--- src/rtl/addr_route_pkg.sv ---
package addr_route_pkg;

   localparam int unsigned TGT_W = 4;

   localparam logic [TGT_W-1:0] TGT_MISS    = 4'd0;
   localparam logic [TGT_W-1:0] TGT_DRAM    = 4'd1;
   localparam logic [TGT_W-1:0] TGT_FBUF    = 4'd2;
   localparam logic [TGT_W-1:0] TGT_BROM    = 4'd3;
   localparam logic [TGT_W-1:0] TGT_DEV32   = 4'd4;
   localparam logic [TGT_W-1:0] TGT_TIMER   = 4'd5;
   localparam logic [TGT_W-1:0] TGT_INTCTL  = 4'd6;
   localparam logic [TGT_W-1:0] TGT_DEV64   = 4'd7;
   localparam logic [TGT_W-1:0] TGT_RELOC   = 4'd8;

   localparam logic [63:0] FOUR_GIB     = 64'h0000_0001_0000_0000;
   localparam logic [63:0] LEGACY_LIMIT = 64'h0000_0000_0010_0000;

   // fixed windows: low legacy layout plus two device windows in the hole
   localparam int unsigned NUM_FIXED = 5;

   function automatic logic [63:0] fixed_base(input int unsigned idx);
      case (idx)
         0: fixed_base = 64'h0000_0000_0000_0000;
         1: fixed_base = 64'h0000_0000_000A_0000;
         2: fixed_base = 64'h0000_0000_000C_0000;
         3: fixed_base = 64'h0000_0000_FED0_0000;
         default: fixed_base = 64'h0000_0000_FEE0_0000;
      endcase
   endfunction

   function automatic logic [63:0] fixed_span(input int unsigned idx);
      case (idx)
         0: fixed_span = 64'h0000_0000_000A_0000;
         1: fixed_span = 64'h0000_0000_0002_0000;
         2: fixed_span = 64'h0000_0000_0004_0000;
         3: fixed_span = 64'h0000_0000_0000_4000;
         default: fixed_span = 64'h0000_0000_0000_1000;
      endcase
   endfunction

   function automatic logic [TGT_W-1:0] fixed_tgt(input int unsigned idx);
      case (idx)
         0: fixed_tgt = TGT_DRAM;
         1: fixed_tgt = TGT_FBUF;
         2: fixed_tgt = TGT_BROM;
         3: fixed_tgt = TGT_TIMER;
         default: fixed_tgt = TGT_INTCTL;
      endcase
   endfunction

endpackage

--- src/rtl/addr_window_match.sv ---
module addr_window_match #(
   parameter int unsigned ADDR_W = 48,
   parameter logic [63:0] BASE   = 64'h0,
   parameter logic [63:0] SPAN   = 64'h1
) (
   input  logic [ADDR_W-1:0] addr,
   output logic              hit
);
   localparam logic [63:0] LAST = BASE + SPAN - 64'd1;

   logic [63:0] addr_ext;
   assign addr_ext = 64'(addr);

   if (SPAN == 64'd0) begin : g_bad_span
      $error("addr_window_match: SPAN must be non-zero");
   end

   if (BASE == 64'd0) begin : g_from_zero
      assign hit = (addr_ext <= LAST);
   end else begin : g_bounded
      assign hit = (addr_ext >= BASE) && (addr_ext <= LAST);
   end

endmodule

--- src/rtl/addr_fixed_map.sv ---
module addr_fixed_map
   import addr_route_pkg::*;
#(
   parameter int unsigned ADDR_W = 48
) (
   input  logic [ADDR_W-1:0] addr,
   output logic              any_hit,
   output logic [TGT_W-1:0]  tgt
);
   logic [NUM_FIXED-1:0] win_hit;

   for (genvar gi = 0; gi < NUM_FIXED; gi++) begin : g_win
      addr_window_match #(
         .ADDR_W (ADDR_W),
         .BASE   (fixed_base(gi)),
         .SPAN   (fixed_span(gi))
      ) u_match (
         .addr (addr),
         .hit  (win_hit[gi])
      );
   end

   // windows are disjoint, so OR-merging the codes is safe
   always_comb begin
      tgt = TGT_MISS;
      for (int i = 0; i < NUM_FIXED; i++) begin
         if (win_hit[i]) tgt = tgt | fixed_tgt(i);
      end
   end

   assign any_hit = |win_hit;

endmodule

--- src/rtl/addr_reloc_xlate.sv ---
module addr_reloc_xlate
   import addr_route_pkg::*;
#(
   parameter int unsigned ADDR_W = 48
) (
   input  logic [ADDR_W-1:0] addr,
   input  logic [ADDR_W-1:0] tolm,
   output logic              in_win,
   output logic [ADDR_W-1:0] dram_addr
);
   localparam logic [ADDR_W-1:0] BASE4G = ADDR_W'(FOUR_GIB);

   logic [ADDR_W-1:0] hole_size;
   logic [ADDR_W-1:0] win_end;
   logic [ADDR_W-1:0] offset;

   assign hole_size = BASE4G - tolm;
   assign win_end   = BASE4G + hole_size;
   assign offset    = addr - BASE4G;

   assign in_win    = (addr >= BASE4G) && (addr < win_end);
   assign dram_addr = offset + tolm;

endmodule

--- src/rtl/addr_route_select.sv ---
module addr_route_select
   import addr_route_pkg::*;
#(
   parameter int unsigned ADDR_W = 48
) (
   input  logic [ADDR_W-1:0] addr,
   input  logic [ADDR_W-1:0] tolm,
   input  logic [ADDR_W-1:0] hmmio_base,
   input  logic              fix_hit,
   input  logic [TGT_W-1:0]  fix_tgt,
   input  logic              reloc_hit,
   input  logic [ADDR_W-1:0] reloc_addr,
   output logic [TGT_W-1:0]  tgt,
   output logic              hit,
   output logic [ADDR_W-1:0] dram_addr
);
   localparam logic [ADDR_W-1:0] BASE4G = ADDR_W'(FOUR_GIB);

   always_comb begin
      tgt       = TGT_MISS;
      hit       = 1'b0;
      dram_addr = '0;
      if (fix_hit) begin
         tgt = fix_tgt;
         hit = 1'b1;
         if (fix_tgt == TGT_DRAM) dram_addr = addr;
      end else if (addr < tolm) begin
         tgt       = TGT_DRAM;
         hit       = 1'b1;
         dram_addr = addr;
      end else if (addr < BASE4G) begin
         tgt = TGT_DEV32;
         hit = 1'b1;
      end else if (reloc_hit) begin
         tgt       = TGT_RELOC;
         hit       = 1'b1;
         dram_addr = reloc_addr;
      end else if (addr >= hmmio_base) begin
         tgt = TGT_DEV64;
         hit = 1'b1;
      end
   end

endmodule

--- src/rtl/addr_route_decoder.sv ---
module addr_route_decoder
   import addr_route_pkg::*;
#(
   parameter int unsigned ADDR_W = 48
) (
   input  logic              clk,
   input  logic              rst_n,
   input  logic [ADDR_W-1:0] cfg_tolm,
   input  logic [ADDR_W-1:0] cfg_hmmio_base,
   input  logic              req_valid,
   input  logic              req_write,
   input  logic [ADDR_W-1:0] req_addr,
   output logic              rsp_valid,
   output logic              rsp_write,
   output logic [3:0]        rsp_target,
   output logic              rsp_hit,
   output logic [ADDR_W-1:0] rsp_dram_addr
);
   if (ADDR_W < 33 || ADDR_W > 60) begin : g_bad_width
      $error("addr_route_decoder: ADDR_W must lie in 33..60");
   end
   if (TGT_W != 4) begin : g_bad_tgt
      $error("addr_route_decoder: target code must be 4 bits");
   end

   logic              fix_hit;
   logic [TGT_W-1:0]  fix_tgt;
   logic              reloc_hit;
   logic [ADDR_W-1:0] reloc_addr;
   logic [TGT_W-1:0]  nxt_tgt;
   logic              nxt_hit;
   logic [ADDR_W-1:0] nxt_dram;

   addr_fixed_map #(.ADDR_W(ADDR_W)) u_fixed (
      .addr    (req_addr),
      .any_hit (fix_hit),
      .tgt     (fix_tgt)
   );

   addr_reloc_xlate #(.ADDR_W(ADDR_W)) u_reloc (
      .addr      (req_addr),
      .tolm      (cfg_tolm),
      .in_win    (reloc_hit),
      .dram_addr (reloc_addr)
   );

   addr_route_select #(.ADDR_W(ADDR_W)) u_select (
      .addr       (req_addr),
      .tolm       (cfg_tolm),
      .hmmio_base (cfg_hmmio_base),
      .fix_hit    (fix_hit),
      .fix_tgt    (fix_tgt),
      .reloc_hit  (reloc_hit),
      .reloc_addr (reloc_addr),
      .tgt        (nxt_tgt),
      .hit        (nxt_hit),
      .dram_addr  (nxt_dram)
   );

   always_ff @(posedge clk or negedge rst_n) begin
      if (!rst_n) begin
         rsp_valid     <= 1'b0;
         rsp_write     <= 1'b0;
         rsp_target    <= TGT_MISS;
         rsp_hit       <= 1'b0;
         rsp_dram_addr <= '0;
      end else begin
         rsp_valid <= req_valid;
         if (req_valid) begin
            rsp_write     <= req_write;
            rsp_target    <= nxt_tgt;
            rsp_hit       <= nxt_hit;
            rsp_dram_addr <= nxt_dram;
         end
      end
   end

endmodule

--- config.mk ---
export PLATFORM = sky130hd
export DESIGN_NAME = addr_route_decoder
export DESIGN_NICKNAME = d
export VERILOG_FILES = /design/src/rtl/addr_route_pkg.sv /design/src/rtl/addr_window_match.sv /design/src/rtl/addr_fixed_map.sv /design/src/rtl/addr_reloc_xlate.sv /design/src/rtl/addr_route_select.sv /design/src/rtl/addr_route_decoder.sv
export SDC_FILE = /design/constraint.sdc
export NUM_CORES = 1
export LEC_CHECK = 0
export ABC_AREA = 1
export CORE_ASPECT_RATIO = 0.5
export CORE_MARGIN = 2
export CORE_UTILIZATION = 45
export CTS_CLUSTER_SIZE = 40
export DETAILED_ROUTE_END_ITERATION = 8
export HOLD_SLACK_MARGIN = 0.1
export PLACE_DENSITY_LB_ADDON = 0.12
export SETUP_SLACK_MARGIN = 0.3
export SLEW_MARGIN = 15
export SYNTH_ARGS = -nofsm -noshare
export SYNTH_HDL_FRONTEND = slang
export SYNTH_SLANG_ARGS = --single-unit
export TNS_END_PERCENT = 1
--- constraint.sdc ---
create_clock -name clk -period 1 [get_ports clk]
set_clock_uncertainty 0.2 [all_clocks]
set_input_delay 0.2 -clock clk [delete_from_list [all_inputs] [get_ports clk]]
set_output_delay 0.2 -clock clk [all_outputs]
set_load 0.05 [all_outputs]
# [After elaboration in Yosys (flattened, before gate mapping)]
# Cells that the tools add are included.
[op_classes] reduce_logical=6 n_addsub=4 muxes=24 order_cmp=14 bitwise=4 n_eq_ne=1
[ops] operator="48-bit two-way mux" count=5
[ops] operator="48-bit by 20-bit <= comparator with 1-bit output, second input constant" count=3
[ops] operator="48-bit by 20-bit >= comparator with 1-bit output, second input constant" count=2
[ops] operator="48-bit by 32-bit >= comparator with 1-bit output, second input constant" count=2
[ops] operator="48-bit by 32-bit <= comparator with 1-bit output, second input constant" count=2
[ops] operator="48-bit < comparator" count=2
[ops] operator="33-bit by 48-bit adder with 48-bit output, first input constant" count=1
[ops] operator="48-bit adder" count=1
[ops] operator="48-bit by 33-bit >= comparator with 1-bit output, second input constant" count=1
[ops] operator="48-bit >= comparator" count=1
[ops] operator="48-bit by 33-bit < comparator with 1-bit output, second input constant" count=1
[ops] operator="4-bit two-way mux" count=12
[ops] operator="33-bit by 48-bit subtractor with 48-bit output, first input constant" count=1
[ops] operator="48-bit by 33-bit subtractor with 48-bit output, second input constant" count=1
[ops] operator="4-bit OR" count=4
[ops] operator="1-bit two-way mux" count=6
[ops] operator="1-bit logical AND" count=5
[ops] operator="5-bit OR reduction" count=1
[ops] operator="4-bit by 1-bit equality test with 1-bit output, second input constant" count=1
[ops] operator="3-bit two-way mux" count=1
[totals] in_bits=148 out_inout_bits=55 ff_bits=55 wordCells=58

# [Depth between registers and ports, before layout]
[logic_depth] word_depth=14 depth_mapped=27 depth_no_buf=26

# [Cells and area by module]
# Synthesis repeated with hierarchy kept, for this count alone.
[unflattened] hier_cells=2492 hier_area_um2=13929.6
[by_module_without_submodules] mod="addr_reloc_xlate" seq_area_each_um2=0.0 area_per_inst_um2=7448.4 cells_per_inst=1419 n_inst=1
[by_module_without_submodules] mod="addr_route_select" seq_area_each_um2=0.0 area_per_inst_um2=3564.7 cells_per_inst=636 n_inst=1
[by_module_without_submodules] mod="addr_route_decoder" seq_area_each_um2=1376.3 area_per_inst_um2=2098.3 cells_per_inst=229 n_inst=1
[by_module_without_submodules] mod="addr_window_match at u_fixed.g_win[3].u_match" seq_area_each_um2=0.0 area_per_inst_um2=256.5 cells_per_inst=66 n_inst=1
[by_module_without_submodules] mod="addr_window_match at u_fixed.g_win[4].u_match" seq_area_each_um2=0.0 area_per_inst_um2=140.1 cells_per_inst=36 n_inst=1
[by_module_without_submodules] mod="addr_window_match at u_fixed.g_win[1].u_match" seq_area_each_um2=0.0 area_per_inst_um2=135.1 cells_per_inst=33 n_inst=1
[by_module_without_submodules] mod="addr_window_match at u_fixed.g_win[2].u_match" seq_area_each_um2=0.0 area_per_inst_um2=117.6 cells_per_inst=30 n_inst=1
[by_module_without_submodules] mod="addr_window_match at u_fixed.g_win[0].u_match" seq_area_each_um2=0.0 area_per_inst_um2=116.4 cells_per_inst=31 n_inst=1
[by_module_without_submodules] mod="addr_fixed_map" seq_area_each_um2=0.0 area_per_inst_um2=52.6 cells_per_inst=12 n_inst=1

# [Worst setup path after synthesis]
# Ideal clock, no wire load.
[synth_path] path_kind="input-to-reg" start="input port cfg_tolm[1]" end="register rsp_dram_addr[7]" t_arrival_ps=2961 setup_time_ps=118 required_ps=682 n_path_buf=1 cell_stages=23 slack_ps=-2278 path_cell_list="inv_1 ha_1 nand3_1 nor3_2 nand3_2 nor3_2 nand3_1 nor2_1 nand2_1 xor2_1 ha_1 nand2_1 nor2_1 nand3b_1 nor3_1 nand2_1 nand2_2 nor2_8 buf_4 nand2_1 nand2_1 nand2_1 nand2_1"
[synth_between] elab_chain_len=8 elab_cells_between_ends=10 classes_between="3 x add/sub; 2 x order compare; 4 x mux; 1 x reduce/logical"
[synth_rtl] element="from (decl)" line="addr_route_decoder.sv:8" rtl="input logic [ADDR_W-1:0] cfg_tolm,"
[synth_rtl] element="33-bit by 48-bit subtractor with 48-bit output" line="addr_reloc_xlate.sv:17" rtl="assign hole_size = BASE4G - tolm;"
[synth_rtl] element="33-bit by 48-bit adder with 48-bit output" line="addr_reloc_xlate.sv:18" rtl="assign win_end = BASE4G + hole_size;"
[synth_rtl] element="48-bit < comparator" line="addr_reloc_xlate.sv:21" rtl="assign in_win = (addr >= BASE4G) && (addr < win_end);"
[synth_rtl] element="1-bit logical AND" line="addr_reloc_xlate.sv:21"
[synth_rtl] element="48-bit two-way mux" line="addr_route_select.sv:34" rtl="end else if (reloc_hit) begin"
[synth_rtl] element="48-bit two-way mux" line="addr_route_select.sv:31" rtl="end else if (addr < BASE4G) begin"
[synth_rtl] element="48-bit two-way mux (*)" line="addr_route_select.sv:27" rtl="end else if (addr < tolm) begin"
[synth_rtl] element="48-bit two-way mux (*)" line="addr_route_select.sv:23" rtl="if (fix_hit) begin"
[synth_rtl] element="to (signal assigned)" line="addr_route_decoder.sv:73" rtl="rsp_dram_addr <= nxt_dram;"
[synth_rtl] element="to (decl)" line="addr_route_decoder.sv:17" rtl="output logic [ADDR_W-1:0] rsp_dram_addr"
# Every way passes the cells marked *; elsewhere a longest branch is shown, timed or not.
# A chain may end at the register's enable or synchronous reset.

# [Worst setup path in the final report]
[layout_path] start="input port cfg_tolm[6]" end="register rsp_dram_addr[14]"
# The elaborated chain is that of the path after synthesis.

==> summary.md <==
| Metric | Value |
|---|---|
| Final cell utilization of the core | `73.0%` |
| Top-area cell type share of the netlist area | `23.4%` |
| Top-level I/O count | `203` |
| Part of the power in combinational logic | `72.3%` |
| Gate count of the mapped netlist | `2168` |
| Leakage power summed over all cells | `11.5 nW` |
| Period utilisation layout | `358%` |
| Row count | `43` |
| Actual slew at the worst max-slew pin | `0.455 ns` |
| Post-route setup slack | `-2.58 ns` |
| Switching power summed over all nets | `8.22 mW` |
| NumNets Final | `3246` |
| Area of the core | `27700 sq um` |
| Setup slack, reg-to-reg | `0.04 ns` |
| Critical path type | `input pin to flip-flop` |
| Part of the power in the clock network | `10.6%` |
| Netlist area before placement | `12700 sq um` |
| Outcome | `finished with violations` |
| Effective utilization at floorplan | `45.8%` |
| RD Place Congestion | `1.02` |
| Synth warnings | `0` |
| Average wire length per cell after detail routing | `15.7 um` |
| Register clock-pin slew on the reported worst setup and hold paths | `0.08 ns` |
| Post-route total power | `17.6 mW` |
| Relative max-transition margin | `69.4%` |
| Bufs on Longest Clock Path | `2` |
| Hold Vio Cnt, Final | `55` |
| Internal power | `9.43 mW` |
| Post-Syn Area per Cell | `5.84 sq um` |
| Launch point of the worst reg-to-reg path | `rsp_target[2]$_DFFE_PN0P_` |
| Class of the worst hold path | `input pin to asynchronous set/reset pin` |
| Routed via count divided by cell count | `4.91` |
| Sequential share of the synthesized area | `10.9%` |
| Distinct cell type count of the synthesized netlist | `43` |
| Clock tree from TritonCTS | `yes` |
| Cell count of the worst reg-to-reg path | `2` |
| Pre-Repair DR Iteration Count | `9` |
| Flop pwr share | `17.1%` |
| Maximum ir drop on the vdd rail | `0.000804 V` |
| Cell taking the most area after synthesis | `sky130_fd_sc_hd__ha_1` |
| Vertical extent of the die | `123 um` |
| GRT overflow | `0` |
| Clock latency on the worst-skew pair | `0.31 ns` |
| Post-place setup slack | `-3.52 ns` |
| DRC marker count from the first detailed-route iteration | `1229` |
| Final standard cell area without fillers | `20200 sq um` |
| ANT nets after route | `0` |
| P&R area growth vs syn | `59.6%` |
| Antenna Diode Count | `0` |
| Asr flop ratio synth | `100%` |
| Number of antenna violations at the first check in global routing | `0` |
| Global-route wire length before repair | `78.8 mm` |
| Total number of clock tree sinks | `55` |
| Total cell area at the placement stage | `19100 sq um` |
| Data required time of the worst path | `1.01 ns` |
| DRT Wirelength | `50.8 mm` |
| Number of H-tree levels | `2` |
| Fmax achieved | `279 MHz` |
| Width of the die | `241 um` |
| Destination of the worst register-to-register timing path | `rsp_target[2]$_DFFE_PN0P_` |
| Placed wire-length estimate after detailed placement | `41.9 mm` |
| Routed vias | `15900` |
| DRC Markers | `0` |
| Worst Hold Margin | `-0.369 ns` |
| Failing checks | `negative hold slack, negative setup slack` |
| Count of filler cells inserted in the layout | `2502` |
| Final setup violation count | `108` |
| Unrepaired setup endpoints after global routing | `yes` |
| Final count of pins violating max slew | `0` |
| Number of synthesized flops with an enable pin | `0` |
| Number of buffer cells added on primary ports | `202` |
| Number of maximum-capacitance violations | `0` |
| Clk Tree Root Cell | `sky130_fd_sc_hd__clkbuf_16` |
| GRT Total Usage | `34.4%` |
| Fraction of final layout cells with drive strength greater than 1 | `27.0%` |
| Sw Ratio | `46.6%` |
| Shortest clock period the worst path allows after layout | `3.58 ns` |
| Cells taking the most area after synthesis | `sky130_fd_sc_hd__ha_1 (23%), sky130_fd_sc_hd__nand2_1 (23%), sky130_fd_sc_hd__inv_1 (11%)` |
| Nature of the critical path startpoint | `input pin` |
| Largest driver fanout on the critical path | `11` |
| Maximum number of pins on one net before global-route repair | `47` |
| Via count of the first global-routing pass | `15300` |
| Clock buffers created by TritonCTS | `5` |
| Worst endpoint data arrival time | `3.59 ns` |
| Most used DFF post-synth | `sky130_fd_sc_hd__dfrtp_1` |
| Overall die area | `29600 sq um` |
| Count of state elements after synthesis | `55` |
| Power Density | `874 nW/um^2` |
| Capturing element type of the critical path | `flip-flop` |
| Post-Syn Nets | `2554` |
==> worst max path at each step <==
stage	slack (ns)	to	start	cells after the start
final	-2.58	rsp_dram_addr[14]$_DFFE_PN0P_	cfg_tolm[6]	27
after global routing	-2.78	rsp_dram_addr[18]$_DFFE_PN0P_	cfg_tolm[6]	27
after CTS	-2.48	rsp_dram_addr[20]$_DFFE_PN0P_	cfg_tolm[35]	26
after detailed placement	-3.52	rsp_dram_addr[43]$_DFFE_PN0P_	cfg_tolm[13]	25
after global placement	-3.44	rsp_dram_addr[43]$_DFFE_PN0P_	cfg_tolm[8]	27
after floorplan	-2.16	rsp_dram_addr[20]$_DFFE_PN0P_	cfg_tolm[1]	25
==> per-stage QoR <==
step                      std cells  TNS, ns
after global placement         3174  -180.19
final                          3243  -150.37
after CTS                      3228  -143.53
after detailed placement       3174  -183.38
after floorplan                2168  -112.03
after global routing           3243  -162.06
==> synth_stat cells, types with 14 or more instances <==
| cell | count |
|---|---|
| sky130_fd_sc_hd__nand3_1 | 87 |
| sky130_fd_sc_hd__o21ai_0 | 39 |
| sky130_fd_sc_hd__nor3_1 | 34 |
| sky130_fd_sc_hd__a21oi_1 | 111 |
| sky130_fd_sc_hd__nand2_2 | 14 |
| sky130_fd_sc_hd__ha_1 | 237 |
| sky130_fd_sc_hd__nor2_1 | 218 |
| sky130_fd_sc_hd__dfrtp_1 | 55 |
| sky130_fd_sc_hd__nand2_1 | 768 |
| sky130_fd_sc_hd__inv_1 | 384 |
| sky130_fd_sc_hd__xor2_1 | 59 |
| sky130_fd_sc_hd__nand4_1 | 31 |
==> registers in the layout (all words and copies together), names as in the netlist <==
signal,flops
rsp_write,1
rsp_hit,1
rsp_dram_addr,48
rsp_target,4
rsp_valid,1
==> metal layers <==
layer / vias up / routed length, um / global-route usage, %
li1: 8135 / - / -
met1: 7165 / 22400 / 44.5
met2: 538 / 23000 / 58.3
met3: 79 / 4180 / 8.16
met4: 0 / 1220 / 7.25
met5: - / 0 / 0
==> power by group through the flow <==
stage          clock (mW)  combinational (mW)  sequential (mW)
3_3_place_gp            0                11.7             3.05
4_1_cts              1.88                12.2             3.02
3_5_place_dp            0                11.8             3.05
2_1_floorplan           0                4.69             4.10
5_1_grt              1.96                13.9             3.05
6_report             1.88                12.8             3.02
==> cell families after synthesis <==
kind of cell	synth area share, %
adder cells (fa/ha/maj)	23.6
XOR/XNOR	4.36
buffers and inverters	13.1
flip-flops	10.9
AND/OR/NAND/NOR	39.7
AO/OA/AOI/OAI	8.35
==> layout make-up <==
cell class | count | area [sq um] | share of cell area (%)
well taps | 382 | 478 | 2.37
clock inverters | 3 | 25.0 | 0.124
flip-flops and latches | 55 | 1380 | 6.82
repair buffers | 702 | 6490 | 32.2
clock buffers | 5 | 125 | 0.620
multi-input cells | 1698 | 10200 | 50.3
inverters | 398 | 1530 | 7.60
==> layout by cell type, fill, tap and decap left out, types with 18 or more instances in the layout <==
cell type	n
sky130_fd_sc_hd__nand4_1	31
sky130_fd_sc_hd__xor2_1	59
sky130_fd_sc_hd__o21ai_0	37
sky130_fd_sc_hd__buf_4	468
sky130_fd_sc_hd__inv_2	26
sky130_fd_sc_hd__nand3_1	70
sky130_fd_sc_hd__buf_6	21
sky130_fd_sc_hd__nor2_2	18
sky130_fd_sc_hd__nor3_1	26
sky130_fd_sc_hd__nand2_2	50
sky130_fd_sc_hd__ha_1	234
sky130_fd_sc_hd__a21oi_1	109
sky130_fd_sc_hd__inv_1	362
sky130_fd_sc_hd__nor2_1	199
sky130_fd_sc_hd__buf_12	68
sky130_fd_sc_hd__clkdlybuf4s50_1	108
sky130_fd_sc_hd__dfrtp_1	54
sky130_fd_sc_hd__nand2_1	725
==> worst max-delay path: stages <==
cell and delay [ns]:
sky130_fd_sc_hd__buf_2 0.13, sky130_fd_sc_hd__inv_4 0.08, sky130_fd_sc_hd__nand2_2 0.06, sky130_fd_sc_hd__buf_6 0.11, sky130_fd_sc_hd__nor3_4 0.23, sky130_fd_sc_hd__nand3_2 0.14
sky130_fd_sc_hd__nor3_4 0.23, sky130_fd_sc_hd__nand3_2 0.16, sky130_fd_sc_hd__nor2_4 0.19, sky130_fd_sc_hd__nand3_2 0.10, sky130_fd_sc_hd__xor2_1 0.16, sky130_fd_sc_hd__ha_1 0.28
sky130_fd_sc_hd__nand2_1 0.04, sky130_fd_sc_hd__nor2_1 0.14, sky130_fd_sc_hd__nand4_1 0.24, sky130_fd_sc_hd__nor2_1 0.15, sky130_fd_sc_hd__nand2_1 0.09, sky130_fd_sc_hd__nand2_2 0.09
sky130_fd_sc_hd__nor2_4 0.04, sky130_fd_sc_hd__nand2_4 0.15, sky130_fd_sc_hd__buf_6 0.13, sky130_fd_sc_hd__nor2_4 0.04, sky130_fd_sc_hd__buf_12 0.15, sky130_fd_sc_hd__nand2_1 0.06
sky130_fd_sc_hd__nand2_1 0.05, sky130_fd_sc_hd__nand2_1 0.06, sky130_fd_sc_hd__nand2_1 0.05
==> what timing repair did <==
item                                    CTS  global route
buffers inserted                         43            13
pin swaps                                73            52
gates resized for setup                 188            88
cloned                                    3             2
endpoints found under the setup margin  110           109
endpoints found under the hold margin    55            55
(Power assumes the default switching activity.)
